$ cat config.mk
export PLATFORM = sky130hd
export DESIGN_NAME = ata_lane_router
export DESIGN_NICKNAME = d
export VERILOG_FILES = /design/src/rtl/ata_route_pkg.sv /design/src/rtl/ata_route_ctrlreg.sv /design/src/rtl/ata_route_fsm.sv /design/src/rtl/ata_route_xbar.sv /design/src/rtl/ata_lane_router.sv
export SDC_FILE = /design/constraint.sdc
export NUM_CORES = 1
export LEC_CHECK = 0
export ABC_AREA = 1
export BUFFER_PORTS_ARGS = -buffer_cell sky130_fd_sc_hd__buf_4
export CAP_MARGIN = 30
export CELL_PAD_IN_SITES_DETAIL_PLACEMENT = 0
export CELL_PAD_IN_SITES_GLOBAL_PLACEMENT = 1
export CORE_MARGIN = 8
export CORE_UTILIZATION = 32
export CTS_BUF_LIST = sky130_fd_sc_hd__clkbuf_4 sky130_fd_sc_hd__clkbuf_8
export CTS_CLUSTER_DIAMETER = 150
export DETAILED_ROUTE_END_ITERATION = 16
export PLACE_DENSITY_LB_ADDON = 0.3
export RECOVER_POWER = 100
export SYNTH_ARGS = -nofsm -noshare
export SYNTH_HDL_FRONTEND = slang
export SYNTH_HIERARCHICAL = 1
export SYNTH_SLANG_ARGS = --single-unit
$ cat constraint.sdc
create_clock -name clk -period 2.8 [get_ports clk]
set_clock_uncertainty 0.2 [all_clocks]
set_input_delay 0.7 -clock clk [delete_from_list [all_inputs] [get_ports clk]]
set_output_delay 0.7 -clock clk [all_outputs]
set_load 0.05 [all_outputs]
$ cat src/rtl/ata_route_pkg.sv
package ata_route_pkg;

    localparam int NPORT  = 4;
    localparam int NEP    = 4;
    localparam int MODE_W = 3;
    localparam int NUM_MODES = 4;

    typedef logic [2:0] src_t;
    localparam src_t SRC_NONE = 3'd0;
    localparam src_t SRC_C0M  = 3'd1;
    localparam src_t SRC_C0S  = 3'd2;
    localparam src_t SRC_C1M  = 3'd3;
    localparam src_t SRC_C1S  = 3'd4;

    localparam int EP_BR0  = 0;
    localparam int EP_BR1  = 1;
    localparam int EP_PADM = 2;
    localparam int EP_PADS = 3;

    localparam logic [MODE_W-1:0] MD_PAD_C0S = 3'd0;
    localparam logic [MODE_W-1:0] MD_PAD_C1S = 3'd1;
    localparam logic [MODE_W-1:0] MD_C1_DUAL = 3'd2;
    localparam logic [MODE_W-1:0] MD_C0_DUAL = 3'd3;

    typedef enum logic [1:0] {
        ST_IDLE  = 2'd0,
        ST_ROUTE = 2'd1,
        ST_FAULT = 2'd2
    } rt_state_e;

endpackage

$ cat src/rtl/ata_route_ctrlreg.sv
module ata_route_ctrlreg
    import ata_route_pkg::*;
#(
    parameter int REG_W  = 32,
    parameter int ADDR_W = 8,
    parameter logic [ADDR_W-1:0] CTRL_OFFSET = 8'h30,
    parameter int MODE_LSB = 24
) (
    input  logic              clk,
    input  logic              rst_n,
    input  logic              cfg_wr,
    input  logic [ADDR_W-1:0] cfg_addr,
    input  logic [REG_W-1:0]  cfg_wmask,
    input  logic [REG_W-1:0]  cfg_wdata,
    output logic [REG_W-1:0]  cfg_rdata,
    output logic [MODE_W-1:0] mode
);

    logic [REG_W-1:0] ctrl_q;
    logic             hit;

    assign hit = (cfg_addr == CTRL_OFFSET);

    always_ff @(posedge clk or negedge rst_n) begin
        if (!rst_n) begin
            ctrl_q <= '0;
        end else if (cfg_wr && hit) begin
            ctrl_q <= (ctrl_q & ~cfg_wmask) | (cfg_wdata & cfg_wmask);
        end
    end

    assign cfg_rdata = hit ? ctrl_q : '0;
    assign mode      = ctrl_q[MODE_LSB +: MODE_W];

    // a write at another address leaves the register alone
    a_r1_foreign_write_ignored: assert property (@(posedge clk) disable iff (!rst_n)
        (cfg_wr && !hit) |=> $stable(ctrl_q));

    // bits outside the mask survive any write
    a_r1_unmasked_kept: assert property (@(posedge clk) disable iff (!rst_n)
        cfg_wr |=> ((ctrl_q & ~$past(cfg_wmask)) == ($past(ctrl_q) & ~$past(cfg_wmask))));

endmodule

$ cat src/rtl/ata_route_fsm.sv
module ata_route_fsm
    import ata_route_pkg::*;
(
    input  logic                  clk,
    input  logic                  rst_n,
    input  logic [MODE_W-1:0]     mode,
    input  logic                  bridge_en,
    input  logic                  pad_en,
    output logic [NEP-1:0][2:0]   sel,
    output logic [1:0]            has_bridge,
    output logic [1:0]            br_slave,
    output logic                  cfg_err
);

    localparam logic [MODE_W-1:0] MODE_CNT = MODE_W'(NUM_MODES);

    rt_state_e         state_q, state_d;
    logic [MODE_W-1:0] mode_q;
    logic              bren_q;
    logic              paden_q;
    logic              cfg_ok;

    assign cfg_ok = (mode < MODE_CNT) && (bridge_en || pad_en);

    always_comb begin
        state_d = state_q;
        unique case (state_q)
            ST_IDLE:  state_d = cfg_ok ? ST_ROUTE : ST_FAULT;
            ST_ROUTE: state_d = cfg_ok ? ST_ROUTE : ST_FAULT;
            ST_FAULT: state_d = cfg_ok ? ST_ROUTE : ST_FAULT;
            default:  state_d = ST_IDLE;
        endcase
    end

    always_ff @(posedge clk or negedge rst_n) begin
        if (!rst_n) begin
            state_q <= ST_IDLE;
            mode_q  <= '0;
            bren_q  <= 1'b0;
            paden_q <= 1'b0;
        end else begin
            state_q <= state_d;
            mode_q  <= mode;
            bren_q  <= bridge_en;
            paden_q <= pad_en;
        end
    end

    always_comb begin
        sel        = '0;
        has_bridge = 2'b00;
        br_slave   = 2'b00;
        cfg_err    = 1'b0;
        unique case (state_q)
            ST_IDLE: begin
            end
            ST_ROUTE: begin
                if (bren_q) begin
                    has_bridge[0] = (mode_q != MD_C1_DUAL);
                    has_bridge[1] = (mode_q != MD_C0_DUAL);
                    br_slave[0]   = (mode_q == MD_C1_DUAL);
                    br_slave[1]   = (mode_q == MD_C0_DUAL);
                    sel[EP_BR0]   = (mode_q == MD_C1_DUAL) ? SRC_C1S : SRC_C0M;
                    sel[EP_BR1]   = (mode_q == MD_C0_DUAL) ? SRC_C0S : SRC_C1M;
                end
                if (paden_q) begin
                    unique case (mode_q)
                        MD_PAD_C0S: sel[EP_PADS] = SRC_C0S;
                        MD_PAD_C1S: sel[EP_PADS] = SRC_C1S;
                        MD_C1_DUAL: begin
                            sel[EP_PADM] = SRC_C0M;
                            sel[EP_PADS] = SRC_C0S;
                        end
                        MD_C0_DUAL: begin
                            sel[EP_PADM] = SRC_C1M;
                            sel[EP_PADS] = SRC_C1S;
                        end
                        default: begin
                        end
                    endcase
                end
            end
            ST_FAULT: cfg_err = 1'b1;
            default: begin
            end
        endcase
    end

    a_r8_reserved_code_faults: assert property (@(posedge clk) disable iff (!rst_n)
        (mode >= MODE_CNT) |=> (cfg_err && sel == '0 && has_bridge == 2'b00 && br_slave == 2'b00));

    a_r9_no_enable_faults: assert property (@(posedge clk) disable iff (!rst_n)
        (!bridge_en && !pad_en) |=> (cfg_err && sel == '0));

    a_r10_bridge_off: assert property (@(posedge clk) disable iff (!rst_n)
        !bridge_en |=> (has_bridge == 2'b00 && br_slave == 2'b00
                        && sel[EP_BR0] == SRC_NONE && sel[EP_BR1] == SRC_NONE));

    a_r11_pad_off: assert property (@(posedge clk) disable iff (!rst_n)
        !pad_en |=> (sel[EP_PADM] == SRC_NONE && sel[EP_PADS] == SRC_NONE));

    // a bridge acting as slave leaves its own controller without a bridge
    a_r13_slave0_pairing: assert property (@(posedge clk) disable iff (!rst_n)
        br_slave[0] |-> (!has_bridge[0] && has_bridge[1] && !br_slave[1]));

    a_r13_slave1_pairing: assert property (@(posedge clk) disable iff (!rst_n)
        br_slave[1] |-> (!has_bridge[1] && has_bridge[0] && !br_slave[0]));

endmodule

$ cat src/rtl/ata_route_xbar.sv
module ata_route_xbar
    import ata_route_pkg::*;
#(
    parameter int DATA_W = 16
) (
    input  logic                    clk,
    input  logic                    rst_n,
    input  logic [NEP-1:0][2:0]     sel,
    input  logic [NPORT*DATA_W-1:0] port_h2d,
    output logic [NPORT*DATA_W-1:0] port_d2h,
    output logic [NEP*DATA_W-1:0]   ep_h2d,
    input  logic [NEP*DATA_W-1:0]   ep_d2h
);

    logic [NPORT-1:0][NEP-1:0] own;

    for (genvar p = 0; p < NPORT; p++) begin : g_own
        for (genvar e = 0; e < NEP; e++) begin : g_ep
            assign own[p][e] = (sel[e] == 3'(p + 1));
        end
    end

    for (genvar e = 0; e < NEP; e++) begin : g_down
        always_comb begin
            ep_h2d[e*DATA_W +: DATA_W] = '0;
            for (int p = 0; p < NPORT; p++) begin
                if (own[p][e]) begin
                    ep_h2d[e*DATA_W +: DATA_W] = ep_h2d[e*DATA_W +: DATA_W] | port_h2d[p*DATA_W +: DATA_W];
                end
            end
        end
    end

    for (genvar p = 0; p < NPORT; p++) begin : g_up
        always_comb begin
            port_d2h[p*DATA_W +: DATA_W] = '0;
            for (int e = 0; e < NEP; e++) begin
                if (own[p][e]) begin
                    port_d2h[p*DATA_W +: DATA_W] = port_d2h[p*DATA_W +: DATA_W] | ep_d2h[e*DATA_W +: DATA_W];
                end
            end
        end

        a_r12_single_owner: assert property (@(posedge clk) disable iff (!rst_n)
            $onehot0(own[p]));
    end

endmodule

$ cat src/rtl/ata_lane_router.sv
module ata_lane_router
    import ata_route_pkg::*;
#(
    parameter int DATA_W   = 16,
    parameter int ADDR_W   = 8,
    parameter logic [ADDR_W-1:0] CTRL_OFFSET = 8'h30,
    parameter int MODE_LSB = 24
) (
    input  logic                    clk,
    input  logic                    rst_n,
    input  logic                    cfg_wr,
    input  logic [ADDR_W-1:0]       cfg_addr,
    input  logic [31:0]             cfg_wmask,
    input  logic [31:0]             cfg_wdata,
    output logic [31:0]             cfg_rdata,
    input  logic                    bridge_en,
    input  logic                    pad_en,
    input  logic [NPORT*DATA_W-1:0] port_h2d,
    output logic [NPORT*DATA_W-1:0] port_d2h,
    output logic [NEP*DATA_W-1:0]   ep_h2d,
    input  logic [NEP*DATA_W-1:0]   ep_d2h,
    output logic [1:0]              ctl_has_bridge,
    output logic [1:0]              bridge_slave,
    output logic                    cfg_err
);

    logic [MODE_W-1:0]   mode;
    logic [NEP-1:0][2:0] sel;

    ata_route_ctrlreg #(
        .REG_W      (32),
        .ADDR_W     (ADDR_W),
        .CTRL_OFFSET(CTRL_OFFSET),
        .MODE_LSB   (MODE_LSB)
    ) u_reg (
        .clk       (clk),
        .rst_n     (rst_n),
        .cfg_wr    (cfg_wr),
        .cfg_addr  (cfg_addr),
        .cfg_wmask (cfg_wmask),
        .cfg_wdata (cfg_wdata),
        .cfg_rdata (cfg_rdata),
        .mode      (mode)
    );

    ata_route_fsm u_fsm (
        .clk        (clk),
        .rst_n      (rst_n),
        .mode       (mode),
        .bridge_en  (bridge_en),
        .pad_en     (pad_en),
        .sel        (sel),
        .has_bridge (ctl_has_bridge),
        .br_slave   (bridge_slave),
        .cfg_err    (cfg_err)
    );

    ata_route_xbar #(
        .DATA_W(DATA_W)
    ) u_xbar (
        .clk      (clk),
        .rst_n    (rst_n),
        .sel      (sel),
        .port_h2d (port_h2d),
        .port_d2h (port_d2h),
        .ep_h2d   (ep_h2d),
        .ep_d2h   (ep_d2h)
    );

endmodule

==> results_dict.tcl, run 1 <==
set metrics [dict create \
    status "finished, violations left" \
    violations "negative setup slack" \
    drc_errors 0 \
    r2r_setup_slack_ns 1.76 \
    clk_pin_slew_ns 0.07 \
    synth_area_leaders "nand4_1 (34%), nand2_1 (16%), dfrtp_1 (12%)" \
    antennaDiodeCount 0 \
    cp_top_family "buffers and inverters" \
    slew_headroom 0.227 \
    die_area_um2 31200 \
    area.sequential_um2 978 \
    wl_mm 49.3 \
    instances_no_fill 2115 \
    cts_tree "done" \
    worstReg2RegEnd "u_fsm/state_q[0]$_DFF_PN0_" \
    post-synth-top-count-cell "nand4_1" \
    max_freq_ghz 0.347 \
    grt_util_all_layers 0.275 \
    grt_overflow 0 \
    worstSetupStartpoint "u_fsm/state_q[1]$_DFF_PN0_" \
    setup_viol 96 \
    min_period_ns 2.89 \
    p_leak_nw 6.46 \
    drt_first_pass_iters 6 \
    num_rows 58 \
    portBuffers 369 \
    rr_startpoint "u_fsm/state_q[0]$_DFF_PN0_" \
    synth_top_cell_by_area "nand4_1" \
    start_util 0.326 \
    placed_cells_incl_taps 2052 \
    arrival_ns 1.99 \
    fillerInstances 2620 \
    critical_path.endpoint "ep_h2d[45]" \
    ys.flop_type "dfrtp_1" \
    crit_fanout 9 \
    cp_slowest_cell "dfrtp_1" \
    drt_iter0_markers 1765 \
    ys_ff_latch 39 \
    fin_area_um2 12800 \
    finalCritPeriodShare 1.03 \
    grt_max_degree 97 \
    via_count 12800 \
    min_path_type "reg -> reg" \
    yosysWarnings 6 \
    antenna_found_initial 2 \
    startpoint_type "flop" \
    grt_pass1_vias 11900 \
    ant_nets 0 \
    maxSlewViolCount 0 \
    synth_top_area_frac 0.340 \
    coreArea_um2 25300 \
    die_x_um 177 \
    power_mw 3.52 \
    wire_per_inst_um 23.3 \
    clk_latency_ns 0.29 \
    grt_pass1_wl_mm 69.4 \
    clockRootBuffer "clkbuf_8" \
    dpl.hpwl_mm 29.3 \
    power.density_nw_per_um2 275 \
    syn_area_per_cell_um2 5.55 \
    clock_path_buffers 2 \
    synth-edff-count 0 \
    fp.dieH_um 177 \
    synth_cell_type_count 16 \
    fin_ws_ns -0.0859 \
    rsz0062_at_grt "yes" \
    synthArstFlopShare 1.00 \
    syn_to_final_growth_pct 55.7 \
    h-tree-depth 2 \
    io_pins 370 \
    cts_sinks 39 \
    cp.required_ns 1.90 \
    drv_cap 0 \
    ctsHoldBuffers 0 \
    cts_buffers 5 \
    crit_buf_inv 6 \
    drive_above_1_share 0.311 \
    synthTopCellsByCount "nand4_1 (448), nand2_1 (360), inv_1 (239)" \
    endpoint_kind "output pin" \
    synth_cells 1486 \
    reg2regPathDepth 4 \
    critPathKind "reg -> out" \
    place_area_um2 11000 \
    peakVddDrop_uv 254 \
    post-route-util 0.508 \
    tightest_slew_ns 1.16 \
    viasPerCell 6.05 \
    hold_viol_final 0 \
    nNetsFinal 1989 \
    post-place-ws_ns 0.121 \
    crit_cells 11 \
    ys_seq_area_frac 0.118 \
    max_stage_delay_ns 0.40 \
    multi_input_area_um2 5470 \
    syn_area_um2 8240 \
    gp_congestion 0.869 \
    worstPathCellList "inv_2 -> nand3_2 -> buf_6 -> nor2_4 -> buf_4 -> clkbuf_16 -> nand4_1 -> nand2_1 -> inv_1 -> nand2_1 -> buf_6" \
]
worst min path at each step:
stage | startpoint | to | slack [ns] | cells after the start
global route | flop | u_fsm/mode_q[1]$_DFF_PN0_ | 0.24 | 0
global placement | flop | u_fsm/mode_q[0]$_DFF_PN0_ | 0.20 | 0
detailed placement | flop | u_fsm/mode_q[1]$_DFF_PN0_ | 0.20 | 0
finish | flop | u_fsm/mode_q[1]$_DFF_PN0_ | 0.22 | 0
floorplan | rst_n | u_fsm/bren_q$_DFF_PN0_ | 0.20 | 0
CTS | rst_n | asynchronous set/reset pin | 0.19 | 1
cell usage in the layout, fill, tap and decap left out, drive strengths merged:
cell type / instances
nand4: 448
buf: 415
nand2: 360
inv: 243
nand3: 164
nor2: 55
clkbuf: 51
dfrtp: 39
bufbuf: 5
conb: 4
o21bai: 1
timing repair:
item                                    CTS  global route
pin swaps                                 3            86
resized for setup                       120           138
endpoints found under the setup margin  125           128
buffers inserted                         11            17
hold endpoints to repair                  0             0
cloned                                    6            20
final cells by class:
type,count,share of cell area
clock buffer,8,0.00809
multi-input combinational,1032,0.426
timing repair buffer,463,0.385
inverter,243,0.0726
sequential,39,0.0762
tap,330,0.0322
power breakdown:
part | internal, mW | switching, mW | leakage (nW) | total [mW]
Combinational | 0.907 | 1.59 | 5.88 | 2.50
Clock | 0.235 | 0.196 | 0.0549 | 0.431
Sequential | 0.580 | 0.0129 | 0.531 | 0.593
metrics by stage:
stage               hold WS, ns  setup TNS, ns
floorplan                 0.204              0
global placement          0.200              0
finish                    0.218          -3.54
detailed placement        0.205              0
CTS                       0.185         -0.616
global route              0.242         -14.07
cells by family after synthesis:
kind of cell    after synthesis  synth area share
compound gates                1          0.000911
buf+inv                     418             0.250
flops                        39             0.118
other cells                   1          0.000455
simple gates               1027             0.631
metal layers:
| layer | share of wire | global-route usage | vias up |
|---|---|---|---|
| li1 | - | - | 5732 |
| met1 | 0.37 | 0.342 | 5928 |
| met2 | 0.46 | 0.451 | 980 |
| met3 | 0.13 | 0.0675 | 160 |
| met4 | 0.040 | 0.106 | 4 |
| met5 | 0.00055 | 0 | - |
No activity file was read; power rests on OpenSTA's default activity.
==> run 2: changes to the inputs <==
--- a/config.mk
+++ b/config.mk
@@ -6,7 +6,7 @@
 export NUM_CORES = 1
 export LEC_CHECK = 0
 export ABC_AREA = 1
-export BUFFER_PORTS_ARGS = -buffer_cell sky130_fd_sc_hd__buf_4
+export BUFFER_PORTS_ARGS = -buffer_cell sky130_fd_sc_hd__buf_2
 export CAP_MARGIN = 30
 export CELL_PAD_IN_SITES_DETAIL_PLACEMENT = 0
 export CELL_PAD_IN_SITES_GLOBAL_PLACEMENT = 1
==> results_dict.tcl, run 2 (synthesis results as in run 1) <==
set metrics [dict create \
    status "finished, violations left" \
    violations "negative setup slack" \
    clk_latency_ns 0.29 \
    drive_above_1_share 0.344 \
    h-tree-depth 2 \
    cts_buffers 5 \
    drt_first_pass_iters 6 \
    tns_ns -7.03 \
    cp_top_family "buffers and inverters" \
    grt_util_all_layers 0.281 \
    setup_viol 109 \
    wire_per_inst_um 22.6 \
    ant_nets 0 \
    maxSlewViolCount 0 \
    drv_cap 0 \
    wl_mm 48.8 \
    fp.dieH_um 177 \
    via_count 12900 \
    portBuffers 369 \
    startpoint_type "flop" \
    endpoint_kind "output pin" \
    num_rows 58 \
    final_common_cell "nand4_1" \
    arrival_ns 2.03 \
    cp_slowest_cell "dfrtp_1" \
    finalCritPeriodShare 1.05 \
    fin_ws_ns -0.131 \
    viasPerCell 5.98 \
    place_area_um2 10200 \
    min_path_cells 0 \
    min_period_ns 2.93 \
    nNetsFinal 2028 \
    drt_iter0_markers 1750 \
    peakVddDrop_uv 336 \
    critPathKind "reg -> out" \
    die_x_um 177 \
    cts_tree "done" \
    grt_max_degree 97 \
    die_area_um2 31200 \
    syn_to_final_growth_pct 54.5 \
    power.density_nw_per_um2 268 \
    crit_buf_inv 6 \
    p_leak_nw 6.48 \
    min_path_type "reg -> reg" \
    grt_overflow 0 \
    max_stage_delay_ns 0.41 \
    clockRootBuffer "clkbuf_8" \
    crit_fanout 22 \
    slew_headroom 0.251 \
    r2r_setup_slack_ns 1.82 \
    clk_pin_slew_ns 0.07 \
    antenna_found_initial 8 \
    hold_viol_final 0 \
    post-route-util 0.504 \
    reg2regPathDepth 4 \
    io_pins 370 \
    layout_common_cells "nand4_1 (448), nand2_1 (297), inv_1 (222)" \
    fin_area_um2 12700 \
    start_util 0.326 \
    dpl.hpwl_mm 30.1 \
    grt_pass1_wl_mm 70.3 \
    crit_cells 11 \
    cp.required_ns 1.90 \
    rsz0062_at_grt "yes" \
    ctsHoldBuffers 0 \
    tightest_slew_ns 1.12 \
    power_mw 3.41 \
    worstPathCellList "buf_4 -> inv_1 -> nand3_1 -> nor2_4 -> clkinv_4 -> buf_12 -> nand4_1 -> nand2_1 -> inv_1 -> nand2_2 -> buf_8" \
    gp_congestion 0.868 \
    grt_pass1_vias 12000 \
    coreArea_um2 25300 \
    max_freq_ghz 0.341 \
    cts_sinks 39 \
    path_common_cell "inv_1" \
    clock_path_buffers 2 \
    drc_errors 0 \
]
[run 2: cell count changes in the layout (fill, tap and decap cells not counted), sizes merged]
cell and change:
clkinv +3, buf +31, diode +5, clkinvlp +1, clkbuf +6, inv -2
[run 2: routing by layer]
metal  up-vias  GRT usage  share of wire
met5         -          0        0.00076
met4         6      0.128          0.038
met2       956      0.454           0.46
met3       147     0.0658           0.12
met1      5979      0.349           0.39
li1       5830          -              -
[run 2: final timing paths]
kind                                             from                          to
min in group asynchronous                       rst_n  asynchronous set/reset pin
setup reg to reg           u_fsm/state_q[1]$_DFF_PN0_  u_fsm/state_q[0]$_DFF_PN0_
hold / removal                                   flop   u_fsm/mode_q[1]$_DFF_PN0_
max in group asynchronous                       rst_n  u_fsm/state_q[0]$_DFF_PN0_
hold reg to reg                                  flop   u_fsm/mode_q[1]$_DFF_PN0_
setup / recovery            u_fsm/mode_q[0]$_DFF_PN0_                  ep_h2d[14]
[run 2: what timing repair did]
action,CTS,global route
resized for setup,341,103
setup endpoints to repair,128,129
cloned,14,15
pin swaps,17,85
buffers inserted,26,23
[run 2: stage by stage]
step / hold slack [ns] / instances / worst slack [ns]
final: 0.220 / 2159 / -0.131
after global routing: 0.226 / 2159 / -0.199
after CTS: 0.218 / 2120 / -0.0779
after detailed placement: 0.201 / 2072 / 0.0234
after global placement: 0.198 / 2071 / 0.0704
after floorplan: 0.204 / 1489 / 0.00339
[run 2: cell type report]
cell class	instances	area, µm²
fill	2673	12500
multi-input combinational	1032	5590
timing repair buffer	501	4700
sequential	39	978
inverter	243	943
tap	330	413
clock buffer	7	83.8
antenna	5	12.5
timing repair inverter	1	6.26
clock inverter	1	5.00
[run 2: report_power, final]
part	leakage (nW)	internal [mW]	total (mW)	switching, mW
clock network	0.0491	0.194	0.389	0.195
registers	0.531	0.580	0.593	0.0128
logic	5.90	0.833	2.43	1.60
